===== config.mk =====
export PLATFORM = sky130hd
export DESIGN_NAME = adc_rd_master
export DESIGN_NICKNAME = d
export VERILOG_FILES = /design/src/rtl/adc_rd_master.sv
export SDC_FILE = /design/constraint.sdc
export NUM_CORES = 1
export LEC_CHECK = 0
export BUFFER_PORTS_ARGS = -buffer_cell sky130_fd_sc_hd__buf_4
export CORE_MARGIN = 2
export CORE_UTILIZATION = 50
export CTS_CLUSTER_DIAMETER = 150
export DETAILED_ROUTE_END_ITERATION = 6
export HOLD_SLACK_MARGIN = 0.03
export PLACE_DENSITY_LB_ADDON = 0.3
export SETUP_SLACK_MARGIN = 0.4
export SLEW_MARGIN = 5
export SYNTH_ARGS = -nofsm -noshare
export SYNTH_HDL_FRONTEND = slang
export SYNTH_SLANG_ARGS = --single-unit

===== constraint.sdc =====
create_clock -name clk -period 3.1 [get_ports clk]
set_input_delay 0.31 -clock clk [delete_from_list [all_inputs] [get_ports clk]]
set_output_delay 0.31 -clock clk [all_outputs]
set_load 0.01 [all_outputs]

===== src/rtl/adc_rd_master.sv =====
module adc_rd_master #(
  parameter int DIVW = 8
) (
  input  logic            clk,
  input  logic            rst_n,
  input  logic            start,
  input  logic [DIVW-1:0] div,
  input  logic [6:0]      addr,
  input  logic            scl_i,
  input  logic            sda_i,
  output logic            scl_oe,
  output logic            sda_oe,
  output logic            busy,
  output logic            done,
  output logic            err_nack,
  output logic            err_frame,
  output logic [11:0]     result
);
  typedef enum logic [2:0] {S_IDLE, S_START, S_LOW, S_HIGH, S_STOP1, S_STOP2, S_STOP3} st_t;
  localparam logic [4:0] ACK_SLOT  = 5'd8;
  localparam logic [4:0] MACK_SLOT = 5'd17;
  localparam logic [4:0] LAST_SLOT = 5'd26;
  localparam logic [DIVW-1:0] MIN_HP = DIVW'(2);

  st_t             st;
  logic [DIVW-1:0] hp, cnt;
  logic [4:0]      bitn;
  logic [6:0]      aq;
  logic [15:0]     sh;
  logic            nak, want_low;

  wire [DIVW-1:0] div_eff = (div < MIN_HP) ? MIN_HP : div;
  wire tick    = (cnt == '0);
  wire sample  = (st == S_HIGH) && (cnt == hp - 1'b1) && scl_i;
  wire data_bt = ((bitn > ACK_SLOT) && (bitn < MACK_SLOT)) ||
                 ((bitn > MACK_SLOT) && (bitn < LAST_SLOT));

  assign scl_oe = (st == S_LOW) || (st == S_STOP1);
  assign busy   = (st != S_IDLE);

  always_comb begin
    case (st)
      S_START, S_STOP1, S_STOP2: want_low = 1'b1;
      S_LOW, S_HIGH:
        if (bitn < 5'd7) want_low = ~aq[3'd6 - bitn[2:0]];
        else             want_low = (bitn == MACK_SLOT);
      default: want_low = 1'b0;
    endcase
  end

  always_ff @(posedge clk or negedge rst_n) begin
    if (!rst_n) begin
      st <= S_IDLE;  hp <= MIN_HP;  cnt <= '0;  bitn <= '0;  aq <= '0;
      sh <= '0;  nak <= 1'b0;  sda_oe <= 1'b0;  done <= 1'b0;
      err_nack <= 1'b0;  err_frame <= 1'b0;  result <= '0;
    end else begin
      done   <= 1'b0;
      sda_oe <= want_low;
      if (sample) begin
        if (bitn == ACK_SLOT) nak <= sda_i;
        if (data_bt) sh <= {sh[14:0], sda_i};
      end
      if (st == S_IDLE) begin
        if (start) begin
          st <= S_START;  hp <= div_eff;  cnt <= div_eff - 1'b1;
          aq <= addr;  bitn <= '0;  nak <= 1'b0;
          err_nack <= 1'b0;  err_frame <= 1'b0;
        end
      end else if (!tick) begin
        cnt <= cnt - 1'b1;
      end else begin
        cnt <= hp - 1'b1;
        case (st)
          S_START: st <= S_LOW;
          S_LOW:   st <= S_HIGH;
          S_HIGH:
            if ((bitn == ACK_SLOT && nak) || bitn == LAST_SLOT) st <= S_STOP1;
            else begin
              bitn <= bitn + 1'b1;
              st   <= S_LOW;
            end
          S_STOP1: st <= S_STOP2;
          S_STOP2: st <= S_STOP3;
          default: begin
            st       <= S_IDLE;
            done     <= 1'b1;
            err_nack <= nak;
            if (!nak) begin
              result    <= sh[11:0];
              err_frame <= (sh[15:12] != 4'hF);
            end
          end
        endcase
      end
    end
  end
endmodule


==> report_table.html <==
<table>
<tr><th>Metric</th><th>Value</th></tr>
<tr><th colspan="2">Setup path</th></tr>
<tr><td>CP Class</td><td>register to register</td></tr>
<tr><td>Ordered list of cells on the worst path</td><td>inv_1 -&gt; ha_1 -&gt; nor3b_4 -&gt; xnor3_1 -&gt; a21o_1 -&gt; a2111oi_4 -&gt; nand4_2 -&gt; buf_4 -&gt; mux2_2</td></tr>
<tr><td>Cell with the largest stage delay on the worst path</td><td>dfrtp_1</td></tr>
<tr><td>Critical path data arrival time</td><td>2.73 ns</td></tr>
<tr><td>CP max stage delay</td><td>0.45 ns</td></tr>
<tr><td>Data required time at the worst endpoint</td><td>3.33 ns</td></tr>
<tr><td>Endpoint type of the worst setup path</td><td>register</td></tr>
<tr><td>Crit path launch type</td><td>register</td></tr>
<tr><td>Crit-path max FO</td><td>16</td></tr>
<tr><th colspan="2">Synthesis</th></tr>
<tr><td>Top_reg_cell synth</td><td>dfrtp_1</td></tr>
<tr><td>Syn_area_per_cell</td><td>9.665 µm²</td></tr>
<tr><td>EDFF count, synth</td><td>0</td></tr>
<tr><td>Count of mapped cells out of synthesis</td><td>359</td></tr>
<tr><td>Share of synthesized flip-flops with an asynchronous set or reset</td><td>100.0%</td></tr>
<tr><td>Net Count, Synth</td><td>388</td></tr>
<tr><td>Sequential fraction of the synthesis area</td><td>46.20%</td></tr>
<tr><td>YS warnings</td><td>0</td></tr>
<tr><td>Netlist area before placement</td><td>3470 µm²</td></tr>
<tr><td>Unique cell type count in the Yosys netlist</td><td>between 50 and 60</td></tr>
<tr><td>Yosys reg bits</td><td>64</td></tr>
<tr><th colspan="2">Clock tree</th></tr>
<tr><td>Clock net sink count</td><td>64</td></tr>
<tr><td>Clock buffers created by TritonCTS</td><td>9</td></tr>
<tr><td>Clock tree from TritonCTS</td><td>yes</td></tr>
<tr><td>Worst skew pair latency</td><td>0.35 ns</td></tr>
<tr><td>Post-CTS Hold Fix Bufs</td><td>0</td></tr>
<tr><td>CTS clock-pin slew for the worst setup and hold paths</td><td>about 0.07 ns</td></tr>
<tr><td>Post-CTS sizing</td><td>0</td></tr>
<tr><td>Max clock buf depth</td><td>2</td></tr>
<tr><td>Cell at the root of the clock tree</td><td>clkbuf_8</td></tr>
<tr><td>Number of post-CTS setup repair buffers</td><td>0</td></tr>
<tr><td>H-Tree Level Count</td><td>3</td></tr>
<tr><th colspan="2">Route</th></tr>
<tr><td>DR DRC count</td><td>0</td></tr>
<tr><td>Iteration count of the initial detailed-routing pass</td><td>4</td></tr>
<tr><td>Wire length per cell after detailed routing</td><td>15.53 µm</td></tr>
<tr><td>Final wirelength</td><td>7.409 mm</td></tr>
<tr><td>Via count</td><td>2,694</td></tr>
<tr><td>Number of nets still failing antenna checks after routing</td><td>0</td></tr>
<tr><td>Iteration-0 DRC Markers</td><td>between 200 and 250</td></tr>
<tr><td>Post-detailed-route via-to-cell ratio</td><td>roughly 5.6</td></tr>
<tr><th colspan="2">Timing</th></tr>
<tr><td>Relative slew margins</td><td>47.18%</td></tr>
<tr><td>Unrepaired setup endpoints after global routing</td><td>no</td></tr>
<tr><td>Max Freq</td><td>0.3997 GHz</td></tr>
<tr><td>Tmin final</td><td>between 2 and 3 ns</td></tr>
<tr><td>Final worst clock skew</td><td>0.003997 ns</td></tr>
<tr><td>Number of hold violations in the final report</td><td>0</td></tr>
<tr><td>Fraction of the cycle the final worst path needs</td><td>80.72%</td></tr>
<tr><td>Worst Tran Pin Value</td><td>0.7923 ns</td></tr>
<tr><td>TNS Setup</td><td>0 ns</td></tr>
<tr><td>Count of final setup violators</td><td>0</td></tr>
<tr><td>Count of final max-slew check failures</td><td>0</td></tr>
<tr><th colspan="2">Floorplanning</th></tr>
<tr><td>Die outline height</td><td>87.30 µm</td></tr>
<tr><td>Placement Rows</td><td>30</td></tr>
<tr><td>Initial Util</td><td>51.35%</td></tr>
<tr><td>Core footprint</td><td>just under 7000 µm²</td></tr>
<tr><td>Area of the die</td><td>7621 µm²</td></tr>
<tr><td>IO Pins</td><td>38</td></tr>
<tr><td>DIE WIDTH</td><td>87.30 µm</td></tr>
<tr><th colspan="2">Place</th></tr>
<tr><td>Global placer's final weighted congestion</td><td>between 0.9 and 1</td></tr>
<tr><td>Number of buffers inserted by port buffering</td><td>37</td></tr>
<tr><td>Total placed instance area</td><td>3801 µm²</td></tr>
<tr><td>HPWL reported at the end of detailed placement</td><td>about 5.3 mm</td></tr>
<tr><td># placed instances</td><td>461</td></tr>
<tr><th colspan="2">Global routing</th></tr>
<tr><td>Initial antenna violation count</td><td>0</td></tr>
<tr><td>Total routing usage reported by global routing</td><td>21.20%</td></tr>
<tr><td>Busiest layer in global routing</td><td>met2</td></tr>
<tr><td>Global-route wire length before repair</td><td>12.42 mm</td></tr>
<tr><td>Via count of the first global-routing pass</td><td>2,544</td></tr>
<tr><td>GR Layer Usage met3</td><td>6.161%</td></tr>
<tr><td>GR Util met2</td><td>32.51%</td></tr>
<tr><td>GRT met1 Usage</td><td>between 20% and 30%</td></tr>
<tr><td>Pin count of the biggest net entering global routing</td><td>65</td></tr>
<tr><td>Total overflow reported by the global router</td><td>0</td></tr>
<tr><th colspan="2">Finish</th></tr>
<tr><td>Number of nets at the end of the flow</td><td>roughly 420</td></tr>
<tr><td>Share of layout cells above drive strength 1</td><td>about a quarter</td></tr>
<tr><td>Most frequent cells in the layout</td><td>nand2_1 (69), dfrtp_1 (63), buf_4 (41), mux2_2 (29), o21ai_0 (26)</td></tr>
<tr><td>Finished Core Util</td><td>59.31%</td></tr>
<tr><td>Total of fill cells in the finished design</td><td>597</td></tr>
<tr><td>Post-route design area</td><td>4008 µm²</td></tr>
<tr><td>Leading cell type in the layout, fill and taps excluded</td><td>nand2_1</td></tr>
<tr><td>Filler-free cell count of the finished design</td><td>477</td></tr>
<tr><td>Layout area overhead</td><td>15.51%</td></tr>
<tr><td>ANT cells</td><td>0</td></tr>
<tr><th colspan="2">Pwr</th></tr>
<tr><td>Total power</td><td>between 3 and 4 mW</td></tr>
<tr><td>Leakage dissipation</td><td>roughly 1.9 nW</td></tr>
<tr><td>Worst vdd rail ir drop</td><td>0.3719 mV</td></tr>
<tr><td>Power density normalized to cell area</td><td>roughly 760 nW/µm²</td></tr>
<tr><th colspan="2">Job</th></tr>
<tr><td>Max-capacitance violation count</td><td>0</td></tr>
<tr><th colspan="2">Hold path</th></tr>
<tr><td>Min-Delay Path Class</td><td>input pin to async pin</td></tr>
<tr><th colspan="2">Run status</th></tr>
<tr><td>Result of the run</td><td>complete, no violations</td></tr>
</table>
## stage by stage
| step | setup slack [ns] | hold WS [ns] |
|---|---|---|
| after global routing | 0.4420 | 0.1113 |
| after floorplan | 0.6667 | 0.01441 |
| after global placement | 0.5546 | 0.4507 |
| after CTS | 0.5406 | 0.07120 |
| after detailed placement | 0.5606 | 0.4507 |
| final | 0.5978 | 0.03935 |
## synth_stat cells (3+ instances only)
cell type	instances	area share [%]
nor2_1	22	2.4
mux2i_1	3	0.87
ha_1	9	3.2
mux2_2	29	9.4
inv_1	15	1.6
nand3_1	6	0.87
nor3_1	7	1.0
a21oi_1	13	1.9
o211ai_1	3	0.65
nor4_1	3	0.54
a22oi_1	3	0.65
nor2b_1	3	0.54
and2_1	3	0.54
o21ai_0	26	3.8
xor2_1	9	2.3
nand2_1	69	7.5
dfrtp_1	63	45
clkbuf_1	16	1.7
a31oi_1	4	0.72
xnor2_1	13	3.3
## worst paths after layout
kind                              start  endpoint  slack [ns]  cells past startpoint
worst max-delay path              hp[0]    sh[14]        0.60                      9
worst min-delay path              rst_n    sda_oe        0.04                      1
worst max register to register    hp[0]    sh[14]        0.60                      9
worst min register to register    aq[2]     aq[2]        0.48                      2
max in group asynchronous         rst_n     hp[0]        2.53                      1
min in group clk                addr[0]     aq[0]        0.15                      3
## state kept, by name, summed over array words and instances (netlist names)
signal / cells
nak: 1
st: 3
err_nack: 1
done: 1
cnt: 8
hp: 8
err_frame: 1
aq: 7
sda_oe: 1
bitn: 5
sh: 16
result: 12
## metal layers
metal	routed length (µm)	vias to the layer above
met2	3540	52
met4	161	0
met1	3369	1318
li1	-	1310
met3	338	14
met5	0	-
## worst max-delay path, delay by kind of cell, from the launching register on
family,cells,cell delay (ns)
and+or+nand+nor,2,0.38
muxes,1,0.29
AOI/OAI and AO/OA,2,0.43
xor gates and xnor gates,1,0.25
adders and majority gates,1,0.25
buffers and inverters,2,0.33
DFF,1,0.45
## cell type report
| type | instances | area, µm² | area share, % |
|---|---|---|---|
| clock buffer | 10 | 127.6 | 3.185 |
| clock inverter | 6 | 60.06 | 1.499 |
| inverter | 15 | 56.30 | 1.405 |
| multi-input combinational | 261 | 1753 | 43.74 |
| sequential | 64 | 1603 | 39.99 |
| tap | 80 | 100.1 | 2.498 |
| timing repair buffer | 41 | 307.8 | 7.680 |
## kinds of logic (layout without fill, tap and decap cells)
family                   Yosys count  in the layout  synth area share, %
AO/OA/AOI/OAI                     64             64                11.50
XOR/XNOR                          23             23                6.203
adder cells (fa/ha/maj)            9              9                3.246
buffers and inverters             34             72                3.822
flip-flops                        64             64                46.20
multiplexers                      33             33                10.93
AND/OR/NAND/NOR                  132            132                18.10
## power by group
part / switching, mW / internal [mW] / leakage [nW]
Sequential: 0.279 / 1.03 / 0.832
Combinational: 0.537 / 0.504 / 0.947
Clock: 0.327 / 0.367 / 0.0920
No activity file was read; power rests on OpenSTA's default activity.
